$ cat src/rtl/lcvm_pkg.sv
package lcvm_pkg;

  // Class of one accepted symbol as seen by the exclusion window.
  typedef enum logic [2:0] {
    SYM_NONE = 3'd0,  // window slot not yet filled since reset
    SYM_ZERO = 3'd1,
    SYM_MARK = 3'd2,  // mark with polarity opposite to the previous mark
    SYM_VIOL = 3'd3,  // mark with the same polarity as the previous mark
    SYM_BAD  = 3'd4   // both rails asserted
  } sym_class_e;

  // Longest substitution word (T1 eight-zero replacement).
  localparam int unsigned WIN_SPAN   = 8;
  // Window age at which a symbol is finally judged; the T1 word has
  // four symbols after its first violation.
  localparam int unsigned REPORT_AGE = 4;

endpackage

$ cat src/rtl/lcvm_classify.sv
module lcvm_classify
  import lcvm_pkg::*;
(
  input  logic       clk,
  input  logic       rst_n,
  input  logic       vld,
  input  logic       p,
  input  logic       n,
  output sym_class_e cls
);

  logic seen_mark;
  logic last_pos;

  always_comb begin
    if (p && n)
      cls = SYM_BAD;
    else if (p || n)
      cls = (seen_mark && (last_pos == p)) ? SYM_VIOL : SYM_MARK;
    else
      cls = SYM_ZERO;
  end

  // Only a well-formed mark updates the polarity reference.
  always_ff @(posedge clk or negedge rst_n) begin
    if (!rst_n) begin
      seen_mark <= 1'b0;
      last_pos  <= 1'b0;
    end else if (vld && (p ^ n)) begin
      seen_mark <= 1'b1;
      last_pos  <= p;
    end
  end

endmodule

$ cat src/rtl/lcvm_zero_run.sv
module lcvm_zero_run
  import lcvm_pkg::*;
#(
  parameter int unsigned EXZ_SHORT = 8,
  parameter int unsigned EXZ_LONG  = 16
) (
  input  logic       clk,
  input  logic       rst_n,
  input  logic       vld,
  input  sym_class_e cls,
  input  logic       long_sel,
  output logic       hit
);

  localparam int unsigned CNT_W = $clog2(EXZ_LONG + 1);

  logic             armed;
  logic [CNT_W-1:0] cnt;
  logic [CNT_W-1:0] cnt_nx;
  logic [CNT_W-1:0] thr;
  logic             inc;
  logic             restart;

  assign thr     = long_sel ? CNT_W'(EXZ_LONG) : CNT_W'(EXZ_SHORT);
  assign restart = vld && (cls != SYM_ZERO) && (cls != SYM_NONE);
  // Count saturates at the long threshold, so no second pulse per run.
  assign inc     = vld && armed && (cls == SYM_ZERO) && (cnt < CNT_W'(EXZ_LONG));
  assign cnt_nx  = cnt + CNT_W'(1);
  assign hit     = inc && (cnt_nx == thr);

  always_ff @(posedge clk or negedge rst_n) begin
    if (!rst_n) begin
      armed <= 1'b0;
      cnt   <= '0;
    end else if (restart) begin
      armed <= 1'b1;
      cnt   <= '0;
    end else if (inc) begin
      cnt   <= cnt_nx;
    end
  end

endmodule

$ cat src/rtl/lcvm_sub_window.sv
module lcvm_sub_window
  import lcvm_pkg::*;
(
  input  logic       clk,
  input  logic       rst_n,
  input  logic       vld,
  input  sym_class_e cls,
  input  logic       hdb3,
  output logic       hit
);

  sym_class_e          win  [WIN_SPAN];
  sym_class_e          nwin [WIN_SPAN];
  logic [WIN_SPAN-1:0] exc;
  logic [WIN_SPAN-1:0] nexc;
  logic                t1_word;
  logic                e1_word;

  // Window as it will be after this symbol is shifted in (age 0 newest).
  assign nwin[0] = cls;
  generate
    for (genvar g = 1; g < WIN_SPAN; g++) begin : g_shift
      assign nwin[g] = win[g-1];
    end
  endgenerate

  // T1: oldest..newest = 0 0 0 V B 0 V B
  assign t1_word = (nwin[7] == SYM_ZERO) && (nwin[6] == SYM_ZERO) &&
                   (nwin[5] == SYM_ZERO) && (nwin[4] == SYM_VIOL) &&
                   (nwin[3] == SYM_MARK) && (nwin[2] == SYM_ZERO) &&
                   (nwin[1] == SYM_VIOL) && (nwin[0] == SYM_MARK);

  // E1: 0 0 0 V  or  B 0 0 V
  assign e1_word = (nwin[0] == SYM_VIOL) && (nwin[1] == SYM_ZERO) &&
                   (nwin[2] == SYM_ZERO) &&
                   ((nwin[3] == SYM_ZERO) || (nwin[3] == SYM_MARK));

  always_comb begin
    nexc = {exc[WIN_SPAN-2:0], 1'b0};
    if (!hdb3 && t1_word) begin
      nexc[REPORT_AGE] = 1'b1;
      nexc[1]          = 1'b1;
    end
    if (hdb3 && e1_word)
      nexc[0] = 1'b1;
  end

  assign hit = vld &&
               ((nwin[REPORT_AGE] == SYM_VIOL) || (nwin[REPORT_AGE] == SYM_BAD)) &&
               !nexc[REPORT_AGE];

  always_ff @(posedge clk or negedge rst_n) begin
    if (!rst_n) begin
      for (int i = 0; i < WIN_SPAN; i++) win[i] <= SYM_NONE;
      exc <= '0;
    end else if (vld) begin
      for (int i = 0; i < WIN_SPAN; i++) win[i] <= nwin[i];
      exc <= nexc;
    end
  end

endmodule

$ cat src/rtl/lcv_monitor.sv
module lcv_monitor
  import lcvm_pkg::*;
#(
  parameter int unsigned EXZ_SHORT = 8,
  parameter int unsigned EXZ_LONG  = 16
) (
  input  logic clk,
  input  logic rst_n,
  input  logic sym_vld,
  input  logic rail_p,
  input  logic rail_n,
  input  logic cfg_hdb3,
  input  logic cfg_exz16,
  input  logic cfg_exz_lcv_en,
  output logic bpv_stb,
  output logic exz_stb,
  output logic lcv_stb
);

  sym_class_e cls;
  logic       bpv_hit;
  logic       exz_hit;

  lcvm_classify u_cls (
    .clk (clk),
    .rst_n (rst_n),
    .vld (sym_vld),
    .p (rail_p),
    .n (rail_n),
    .cls (cls)
  );

  lcvm_zero_run #(
    .EXZ_SHORT (EXZ_SHORT),
    .EXZ_LONG  (EXZ_LONG)
  ) u_zrun (
    .clk (clk),
    .rst_n (rst_n),
    .vld (sym_vld),
    .cls (cls),
    .long_sel (cfg_exz16),
    .hit (exz_hit)
  );

  lcvm_sub_window u_win (
    .clk (clk),
    .rst_n (rst_n),
    .vld (sym_vld),
    .cls (cls),
    .hdb3 (cfg_hdb3),
    .hit (bpv_hit)
  );

  always_ff @(posedge clk or negedge rst_n) begin
    if (!rst_n) begin
      bpv_stb <= 1'b0;
      exz_stb <= 1'b0;
      lcv_stb <= 1'b0;
    end else begin
      bpv_stb <= bpv_hit;
      exz_stb <= exz_hit;
      lcv_stb <= bpv_hit | (exz_hit & cfg_exz_lcv_en);
    end
  end

endmodule

$ cat config.mk
export PLATFORM = sky130hd
export DESIGN_NAME = lcv_monitor
export DESIGN_NICKNAME = d
export VERILOG_FILES = /design/src/rtl/lcvm_pkg.sv /design/src/rtl/lcvm_classify.sv /design/src/rtl/lcvm_zero_run.sv /design/src/rtl/lcvm_sub_window.sv /design/src/rtl/lcv_monitor.sv
export SDC_FILE = /design/constraint.sdc
export NUM_CORES = 1
export LEC_CHECK = 0
export BUFFER_PORTS_ARGS = -buffer_cell sky130_fd_sc_hd__clkbuf_2
export CAP_MARGIN = 0
export CORE_MARGIN = 4
export CORE_UTILIZATION = 53
export DETAILED_ROUTE_END_ITERATION = 12
export PLACE_DENSITY = 0.71
export SKIP_CTS_REPAIR_TIMING = 1
export SLEW_MARGIN = 20
export SYNTH_ARGS = -nofsm -noshare
export SYNTH_HDL_FRONTEND = slang
export SYNTH_HIERARCHICAL = 1
export SYNTH_SLANG_ARGS = --single-unit
$ cat constraint.sdc
create_clock -name clk -period 1.9 [get_ports clk]
set_input_delay 0.095 -clock clk [delete_from_list [all_inputs] [get_ports clk]]
set_output_delay 0.095 -clock clk [all_outputs]
set_load 0.05 [all_outputs]
Yosys cells after proc, flatten, opt, wreduce, memory -nomap -nowiden
Cells that the tools add are included.

word-level totals
  ROM bits = 0
  latch bits = 0
  word-level logic and storage cells = 75
  bits in registers = 36
  memories = 0
  memory bits (writable) = 0

operators by class
  reduce and logical (&&, ||, !) cells = 30
  bitwise operators = 3
  eq/ne operators = 16
  mux-type cells = 9
  div/mod/pow operators = 0
  order comparisons = 1
  add/sub/neg operators = 1
  shifts and indexed selects = 0
  multipliers = 0

operator list
  kind                 count
  $logic_and 1x1->1    23
  $eq 3x1->1 const B   7
  $eq 3x2->1 const B   5
  $mux 5               3
  $mux 3               2
  $add 5x1->5 const B  1
  $eq 5x5->1           1
  $lt 5x5->1 const B   1
  $mux 1               4
  $eq 3x3->1 const B   1
  $logic_or 1x1->1     3
  $ne 3x1->1 const B   1
  $reduce_bool 3->1    1
  $logic_not 1->1      2
  $reduce_bool 2->1    1
  $and 1x1->1          1
  $eq 1x1->1           1
  $or 1x1->1           1
  $xor 1x1->1          1

Depth between registers and ports, before layout
Gate-level depths: netlist of run 1.

  depth after elaboration = 13
  gate-level depth with buffers = 8
  mapped depth without buffers = 8

Modules after synthesis
Netlist of run 1, hierarchy kept.

modules (own cells, without submodules)
  module           cells each  times used  seq. area each (um2)  area an instance (um2)
  lcvm_sub_window  72          1           625.6                 1079.8
  lcvm_zero_run    35          1           150.1                 336.6
  lcvm_classify    13          1           50.0                  132.6
  lcv_monitor      4           1           75.1                  82.6

Worst setup path after synthesis of run 1
OpenSTA, ideal clock, no wires.

  kind = register to register
  start = reg u_zrun.cnt[0]
  end = reg lcv_stb
  arrival time = 1.473 ns
  data required time = 1.836 ns
  path slack = 0.363 ns
  stages on the path, launching flop included = 7
  setup time = 0.064 ns
  period minus slack after synthesis = 1.537 ns
  cells stage by stage = dfrtp_1 > ha_1 > nand3_1 > xnor2_1 > or3_1 > a21oi_1 > a21o_1

between the ends
  cells in the longest elaborated chain, start to end = 5

ends and longest elaborated chain
  what                                             RTL line                                  source
  start: declaration                               lcvm_zero_run.sv:18                       logic [CNT_W-1:0] cnt;
  start signal: assignment                         lcvm_zero_run.sv:39                       cnt <= cnt_nx;
  $add 5x1->5 or $lt 5x5->1 (tied branches)        lcvm_zero_run.sv:28, lcvm_zero_run.sv:27
  $eq 5x5->1 or $logic_and 1x1->1 (tied branches)  lcvm_zero_run.sv:29, lcvm_zero_run.sv:27
  $logic_and 1x1->1 *                              lcvm_zero_run.sv:29                       assign hit = inc && (cnt_nx == thr);
  via exz_hit                                      lcv_monitor.sv:22                         logic exz_hit;
  $and 1x1->1 *                                    lcv_monitor.sv:62                         lcv_stb <= bpv_hit | (exz_hit & cfg_exz_lcv_en);
  $or 1x1->1 *                                     lcv_monitor.sv:62
  end signal: assignment                           lcv_monitor.sv:62
  end: declaration                                 lcv_monitor.sv:17                         output logic lcv_stb

Mark *: on every way through the listed nets, which the timed path passes. The rest lies on a longest branch.
A chain may end at the register's enable or synchronous reset.

Worst setup path in the final report of run 1
Ends and elaborated chain as after synthesis.

==> results of run 1 <==
-- power groups by stage --
stage | registers, mW | logic, mW | clock network, mW
2_1_floorplan | 1.04 | 0.244 | 0
3_3_place_gp | 1.05 | 0.333 | 0
3_5_place_dp | 1.06 | 0.347 | 0
4_1_cts | 1.04 | 0.349 | 0.374
5_1_grt | 1.06 | 0.379 | 0.421
6_report | 1.04 | 0.348 | 0.360
-- layer usage --
metal	GRT usage (%)	wire, um
met3	4.44	105
met4	7.28	32
met1	18.3	1240
met2	25.0	1260
met5	0	0
-- final timing paths --
path	from	endpoint	slack (ns)	cells past startpoint
setup reg to reg	u_zrun/cnt[0]$_DFFE_PN0P_	lcv_stb$_DFF_PN0_	0.21	6
min in group asynchronous	rst_n	u_win/nwin[9]$_DFFE_PN0P_	0.40	2
hold reg to reg	u_zrun/armed$_DFFE_PN0P_	u_zrun/armed$_DFFE_PN0P_	0.48	1
setup / recovery	u_zrun/cnt[0]$_DFFE_PN0P_	lcv_stb$_DFF_PN0_	0.21	6
hold / removal	cfg_exz16	exz_stb$_DFF_PN0_	0.03	3
max in group asynchronous	rst_n	u_win/exc[0]$_DFFE_PN0P_	0.96	2
-- worst max-delay path: cells and delay by family, from the launching register on --
family	cells	cell delay, ns
xor+xnor	1	0.16
fa+ha+maj	1	0.26
flops	1	0.44
simple gates	2	0.46
compound gates	2	0.32
-- logic make-up (layout without fill, tap and decap cells) --
kind of cell,after synthesis,count (layout),synth area share [%]
AND/OR/NAND/NOR,34,34,14.1
multiplexers,25,25,17.5
buffers and inverters,7,24,2.15
flip-flops,36,36,55.2
XOR/XNOR,6,6,3.22
AO/OA/AOI/OAI,12,12,4.76
adder cells (fa/ha/maj),4,4,3.07
-- state kept, by name, summed over array words and instances (netlist names) --
name and flops:
bpv_stb 1, exz_stb 1, lcv_stb 1, u_cls/last_pos 1
u_cls/seen_mark 1, u_win/exc 4, u_win/nwin 21, u_zrun/armed 1
u_zrun/cnt 5
-- cell type report --
class / count / area share [%]
clock buffers: 6 / 2.33
clock inverters: 1 / 0.282
inverters: 4 / 0.846
multi-input cells: 81 / 39.2
flip-flops and latches: 36 / 50.8
well taps: 31 / 2.19
repair buffers: 13 / 4.37
-- cell usage after synthesis, drive strengths merged (2+ instances only) --
cell    number
nor2         2
nor4b        2
buf          3
inv          4
a21oi        2
xor2         4
o21ai        4
nand2        3
xnor2        2
dfrtp       36
mux2        25
nand3        8
nor3b        2
ha           4
nand2b       5
nand4        2
-- stage by stage --
stage          instances  hold slack (ns)
2_1_floorplan        124           -0.201
3_3_place_gp         163            0.242
3_5_place_dp         163            0.246
4_1_cts              170           -0.117
5_1_grt              172           0.0398
6_report             172           0.0293
==> impl_results.md, run 1 <==
* Overall power at 1.75 mW
* NetSw at 0.508 mW
* Clock Power Share at 20.6%
* Slowest library cell on the worst path: dfrtp_1
* Final Wtd Congestion at 0.790
* Switching share of power at 29.1%
* FMAX at 0.592 GHz
* Root Buffer: clkbuf_4
* Unique masters post-synth at 36
* Syn nets at 136
* Required @ worst endpoint at 2.16 ns
* Area leader, netlist: dfrtp_1
* Post-Syn Area per Cell at between 10 and 15 sq um
* RSZ-0062 raised after global routing: false
* Maxcap violations at 0
* Final-report max-slew violation count at 0
* Worst path arrival time at 1.95 ns
* Crit Path Category: flop to flop
* Layout area overhead at 8.74%
* Final setup TNS at 0 ns
* CTS H-tree lvls at 2
* Cell Area, Synth at 1630 sq um
* Worst vdd ir at 633 uV
* Synthesized netlist cell count at between 100 and 150
* Commonest non-fill, non-tap cell in the layout: dfrtp_1
* Most frequent cells in the layout: 36 x dfrtp_1, 24 x mux2_2, 10 x clkbuf_2
* Drt drc at 0
* EDFF count, synth at 0
* Number of synthesized register bits at 36
* Total CTS buffers at 5
* CTS tree: yes
* Worst setup SP type: flop
* Antenna Cells at 0
* Row cnt at 19
* Status: finished, final reports clean
* Number of antenna violations at the first check in global routing at 0
* Core area at 2850 sq um
* Fill cells at between 200 and 250
* Worst Tran Pin Value at 0.859 ns
* Initial Utilization at 57.2%
* Routed len/inst at 15.3 um
* Crit-path max FO at 5
* Clock buffer depth at 2
* Routed wire length at 2640 um
* First-pass GRT wire length at 4690 um
* Slowest Stage Delay on Critical Path at 0.44 ns
* Period minus WS final at 1.69 ns
* Min-delay worst type: input port to flop
* Crit-path cells: ha_1, nand3_1, xnor2_1, or3_1, a21oi_1, a21o_1
* Clk sinks at 36
* Ys Warns at 6
* Post-DP HPWL at 1930 um
* Share of cells above drive strength 1 at 31.9%
* CP endpoint kind: flop
* Final Net Count at 153
* Congestion Overflow GR at 0
* Chip height at 63.5 um
* Initial DRC count at 37
* Post-route cell area at 1770 sq um
* Total Routing Usage GR at 15.2%
* Relative slew slack at between 40 and 50%
* # setup viols final at 0
* Seq/Total Area, Yosys at 55.2%
* Placed cell areas at 1710 sq um
* Clk_lat worst skew at approximately 0.33 ns
* Skew final at around 0.011 ns
* Clock-pin slew on the worst setup and hold paths at 0.09 ns
* Drt via density at 5.71
* Fraction of power consumed by sequential logic at 59.5%
* Pre-CTS setup slack at 0.184 ns
* Area of the multi-input gates at 696 sq um
* Post-synth top flop: dfrtp_1
* Via count at 982
* Final Util at between 60% and 70%
* Static leakage at 0.817 nW
* Reg area at 901 sq um
* Vias in the first global route at 1076
* Power per cell area at 985 nW/um^2
* Antenna-violating nets left at 0
* Comb pwr share at 19.9%
* Final setup margin at around 0.21 ns
* Yosys top cell area share at 55.2%
* Top Ports at 11
* Pin count of the biggest net entering global routing at 37
* Final Cycle Share at between 80% and 90%
* Die Span X at 63.5 um
* Dominant cells by area after synthesis: dfrtp_1 55%, mux2_2 17%, ha_1 3.1%
* Hold Fails Final Rpt at 0
* Die area at around 4000 sq um
* Internal at 1.24 mW
* Ys async rst share at 100%
* DR pass1 iterations at 5
* Port Buffers at 10
Note: power is estimated with default switching activity, not from simulation.
==> inputs of run 2 (changes only) <==
==> constraint.sdc (replaced) <==
create_clock -name clk -period 1.9 [get_ports clk]
set_input_delay 0.38 -clock clk [delete_from_list [all_inputs] [get_ports clk]]
set_output_delay 0.38 -clock clk [all_outputs]
set_load 0.05 [all_outputs]
==> run 2 against run 1 <==
  * Routed wire length decreased by 5.2%
  * Clock skew decreased by 0.0066 ns
  * Sequential power about the same
  * Die area unchanged
  * Hold slack improved by 0.042 ns
  * Worst setup slack improved by 0.014 ns
  * Critical path depth unchanged
  * Global-route usage decreased by 0.28 points
  * Sequential cell count unchanged
  * Critical endpoint unchanged
  * Largest power group unchanged
  * Highest routed layer unchanged
==> impl_results.md, run 2 (synthesis gave the netlist of run 1 again) <==
* # setup viols final at 0
* Power per cell area at 1050 nW/um^2
* Crit. Startpoint: u_zrun/cnt[0]$_DFFE_PN0P_
* Maxcap violations at 0
* Initial DRC count at 40
* Worst vdd ir at 604 uV
* First-pass GRT wire length at 4640 um
* Core area at 2850 sq um
* Fill cells at 226
* DP Cell Count at 166
* CP endpoint kind: flop
* Most frequent cells in the layout: 36 x dfrtp_1, 24 x mux2_2, 10 x clkbuf_2
* Critical path endpoint: lcv_stb$_DFF_PN0_
* Post-route cell area at approximately 1800 sq um
* Row cnt at 19
* Worst hold margin at 0.0716 ns
* Clk sinks at 36
* Crit-path max FO at 5
* Final setup margin at 0.224 ns
* Required @ worst endpoint at 2.17 ns
* Final Util at between 60% and 70%
* Worst Tran Pin Value at between 0.4 and 0.5 ns
* Final Net Count at roughly 150
* Top Ports at 11
* Final Cycle Share at about nine tenths
* Static leakage at roughly 0.84 nW
* Pin count of the biggest net entering global routing at 37
* Commonest non-fill, non-tap cell in the layout: dfrtp_1
* Worst path arrival time at 1.95 ns
* Antenna-violating nets left at 0
* Via count at 1002
* Congestion Overflow GR at 0
* Initial Utilization at a little under three fifths
* Final setup TNS at 0 ns
* Min-delay worst type: input port to asynchronous set/reset pin
* Drt drc at 0
* Layout area overhead at 10.7%
* Final Wtd Congestion at approximately 0.73
* Pre-CTS setup slack at 0.0227 ns
* RSZ-0062 raised after global routing: false
* Clock-pin slew on the worst setup and hold paths at 0.10 ns
* Clock buffer depth at 2
* Die area at 4030 sq um
* Routed len/inst at 14.4 um
* Vias in the first global route at 1046
* Worst setup SP type: flop
* Overall power at between 1.5 and 2 mW
* CTS tree: yes
* Final-report max-slew violation count at 0
* DR pass1 iterations at 4
* Placed cell areas at between 1500 and 2000 sq um
* R2R Path Start: u_zrun/cnt[0]$_DFFE_PN0P_
* Reg2reg end: lcv_stb$_DFF_PN0_
* Port Buffers at 10
* Number of antenna violations at the first check in global routing at 0
* Post-DP HPWL at between 1500 and 2000 um
* Antenna Cells at 0
* Drt via density at roughly 5.8
* CTS H-tree lvls at 2
* Crit Path Category: flop to flop
* Total Routing Usage GR at 15.0%
* Final cell count without fillers at 174
* Worst reg-to-reg path cell count at 6
* Clk_lat worst skew at 0.33 ns
* Status: finished, final reports clean
* Skew final at 0.00458 ns
* Routed wire length at 2500 um
* Hold Fails Final Rpt at 0
* Register-to-register setup slack at around 0.22 ns
* Die Span X at 63.5 um
* Root Buffer: clkbuf_4
* Period minus WS final at 1.68 ns
* FMAX at 0.597 GHz
* Total CTS buffers at 5
* Relative slew slack at 66.9%
* Share of cells above drive strength 1 at around 34%
* Max FFs per register at 21
* Chip height at between 60 and 70 um
[run 2: area by class of cell]
class / count / area [sq um] / area share (%)
repair buffers: 14 / 80.1 / 4.43
inverters: 4 / 15.0 / 0.831
multi-input cells: 81 / 696 / 38.5
clock inverters: 2 / 35.0 / 1.94
flip-flops and latches: 36 / 901 / 49.9
well taps: 31 / 38.8 / 2.15
clock buffers: 6 / 41.3 / 2.29
[run 2: critical path: stages, from the launching register on]
cell,delay (ns)
dfrtp_1,0.45
ha_1,0.26
nand3_1,0.11
xnor2_1,0.15
or3_1,0.34
a21oi_1,0.18
a21o_1,0.13
[run 2: how the worst min path moves through the flow]
stage           from                   endpoint  slack, ns  depth (start not counted)
4_1_cts        rst_n   u_win/exc[2]$_DFFE_PN0P_       0.07                          2
6_report       rst_n  u_zrun/cnt[0]$_DFFE_PN0P_       0.07                          2
3_3_place_gp   rst_n  u_zrun/cnt[0]$_DFFE_PN0P_       0.43                          2
5_1_grt        rst_n   u_win/exc[2]$_DFFE_PN0P_       0.09                          2
3_5_place_dp   rst_n  u_zrun/cnt[0]$_DFFE_PN0P_       0.44                          2
2_1_floorplan  rst_n          bpv_stb$_DFF_PN0_       0.08                          0
[run 2: layer usage]
metal / track usage (%) / wire [um] / vias to the layer above
met4: 7.28 / 48 / 0
met5: 0 / 0 / -
met2: 23.5 / 1160 / 17
met1: 18.7 / 1180 / 491
li1: - / - / 488
met3: 4.62 / 111 / 6
[run 2: report_power, final]
group / switching (mW) / leakage (nW) / total (mW) / internal, mW
Sequential: 0.124 / 0.452 / 1.04 / 0.916
Combinational: 0.155 / 0.343 / 0.347 / 0.192
Clock: 0.230 / 0.0422 / 0.506 / 0.276
Total: 0.508 / 0.837 / 1.89 / 1.38
==> inputs of run 3 (changes only) <==
Settings changed: ABC_AREA set to 1, SLEW_MARGIN 20 to not set.
==> run 3 against run 2 <==
  * Routed wire length up 22%
  * Sequential share of layout area down 2.0 points
  * Register-to-register slack better by 0.12 ns
  * Hold slack worse by 0.0041 ns
  * Maximum frequency up 7.8%
  * Core utilization down 2.2 points
  * Critical path type unchanged
  * Clock skew up 0.0062 ns
  * Clock power down 17%
  * Global-route usage up 2.4 points
  * Worst setup slack better by 0.12 ns
  * Combinational power down 27%
  * Clock-buffer cell count unchanged
==> impl_results.md, run 3 <==
* Die area at 4240 sq um
* Worst setup SP type: flop
* Total Routing Usage GR at 17.3%
* Worst vdd ir at roughly 700 uV
* Pin count of the biggest net entering global routing at 37
* Routed wire length at 3060 um
* Top Ports at 11
* Layout area overhead at 8.83%
* First-pass GRT wire length at 5690 um
* Overall power at between 1.5 and 2 mW
* Vias in the first global route at 1347
* Clock-pin slew on the worst setup and hold paths at 0.11 ns
* Drt via density at 4.98
* Relative slew slack at 70.8%
* Post-synth top flop: dfrtp_1
* Antenna-violating nets left at 0
* Final cell count without fillers at 267
* Port Buffers at 10
* Initial DRC count at 57
* Antenna Cells at 0
* Final Cycle Share at 81.8%
* # setup viols final at 0
* Hold Fails Final Rpt at 0
* Yosys top cell area share at 52.1%
* Congestion Overflow GR at 0
* CP endpoint kind: flop
* Ys Warns at 6
* Routed len/inst at 11.5 um
* Seq/Total Area, Yosys at 52.1%
* Power per cell area at 844 nW/um^2
* Syn nets at 220
* Post-DP HPWL at around 2200 um
* Total CTS buffers at 5
* Chip height at around 65 um
* Post-Syn Area per Cell at between 8 and 9 sq um
* Via count at 1330
* Final setup TNS at 0 ns
* Required @ worst endpoint at 2.17 ns
* DP Cell Count at 259
* Die Span X at 65.1 um
* Row cnt at 20
* Worst path arrival time at 1.83 ns
* Top-count cell post-synth: nand2_1
* Commonest non-fill, non-tap cell in the layout: nand2_1
* Core area at 3080 sq um
* Fill cells at 295
* Root Buffer: clkbuf_4
* Number of synthesized register bits at 36
* Number of antenna violations at the first check in global routing at 0
* Initial Utilization at 56.2%
* Most frequent cells in the layout: 65 x nand2_1, 36 x dfrtp_1, 24 x inv_1
* Final-report max-slew violation count at 0
* Min-delay worst type: input port to asynchronous set/reset pin
* Worst Tran Pin Value at ~0.44 ns
* Drt drc at 0
* Clk sinks at 36
* Cell Area, Synth at 1730 sq um
* Share of cells above drive strength 1 at 17.9%
* Synthesized netlist cell count at 208
* RSZ-0062 raised after global routing: false
* Clock buffer depth at 2
* FMAX at around 0.64 GHz
* Dominant cells by area after synthesis: dfrtp_1 52%, nand2_1 14%, inv_1 5.2%
* Maxcap violations at 0
* Final Net Count at 234
* Skew final at 0.0108 ns
* Crit Path Category: flop to flop
* CTS H-tree lvls at 2
* Max FFs per register at 21
* CTS tree: yes
* Period minus WS final at 1.55 ns
* Final Wtd Congestion at 0.844
* Post-synth top cells: 65 x nand2_1, 36 x dfrtp_1, 24 x inv_1
* EDFF count, synth at 0
* Unique masters post-synth at 24
* Ys async rst share at 100%
* Clk_lat worst skew at approximately 0.33 ns
* Status: finished, final reports clean
* DR pass1 iterations at 6
* Crit-path max FO at 6
* Area leader, netlist: dfrtp_1
* Static leakage at 0.960 nW
run 3: cell count changes after synthesis, sizes merged, moves of 3 or more:
cell	before	now
o21ai	4	24
nor2	2	15
nand2	3	67
xor2	4	1
nand3	8	15
mux2	25	0
nand2b	5	0
inv	4	29
run 3: logic make-up (layout without fill, tap and decap cells):
logic type	Yosys count	in the layout	share of synthesized area (%)
AO/OA/AOI/OAI	28	28	8.76
XOR/XNOR	1	1	0.507
adder cells (fa/ha/maj)	4	4	2.89
buffers and inverters	35	50	8.39
flip-flops	36	36	52.1
multiplexers	1	1	0.579
AND/OR/NAND/NOR	103	103	26.8
run 3: area by class of cell:
class | count | area, sq um | share of cell area, %
flip-flops and latches | 36 | 901 | 47.9
repair buffers | 13 | 72.6 | 3.86
well taps | 44 | 55.1 | 2.93
clock inverters | 2 | 10.0 | 0.532
multi-input cells | 137 | 683 | 36.3
inverters | 29 | 109 | 5.78
clock buffers | 6 | 51.3 | 2.73
run 3: worst max-delay path, stage by stage (launching register included):
cell     delay [ns]
dfrtp_1        0.41
nand2_1        0.08
nand3_2        0.07
a21oi_2        0.19
nand2_2        0.09
nor2_4         0.11
nand3_4        0.10
nor2_1         0.12
nand3_1        0.10
nor2_2         0.11
nand2_1        0.06
nand2_1        0.05
run 3: where the power goes:
| part | leakage [nW] | internal [mW] | switching [mW] |
|---|---|---|---|
| sequential | 0.463 | 0.851 | 0.0637 |
| combinational | 0.459 | 0.0873 | 0.167 |
| clock | 0.0380 | 0.176 | 0.244 |
| total | 0.960 | 1.11 | 0.474 |
run 3: layer usage:
layer	vias up	share of wire [%]	global-route usage, %
li1	681	-	-
met5	-	0	0
met4	0	1.3	5.70
met3	6	3.6	5.13
met2	24	48	28.5
met1	619	47	21.9
run 3: final timing paths:
path                                             from                   endpoint  slack, ns  cells after the start
setup / recovery           u_cls/last_pos$_DFFE_PN0P_          lcv_stb$_DFF_PN0_       0.35                     11
hold / removal                                  rst_n  u_win/nwin[6]$_DFFE_PN0P_       0.07                      2
setup reg to reg           u_cls/last_pos$_DFFE_PN0P_          lcv_stb$_DFF_PN0_       0.35                     11
hold reg to reg              u_win/exc[2]$_DFFE_PN0P_   u_win/exc[2]$_DFFE_PN0P_       0.48                      2
max in group asynchronous                       rst_n  u_zrun/cnt[0]$_DFFE_PN0P_       1.52                      2
min in group clk                       cfg_exz_lcv_en          lcv_stb$_DFF_PN0_       0.25                      3
run 3: stage by stage:
step                      area, sq um  hold WS [ns]  setup slack (ns)  utilization (%)
after detailed placement         1820         0.444             0.185             59.1
final                            1880        0.0674             0.345             61.1
after floorplan                  1730        0.0844             0.404                -
after global routing             1880        0.0739             0.161             61.1
after CTS                        1880        0.0671             0.325             61.1
after global placement           1820         0.440             0.262             59.1
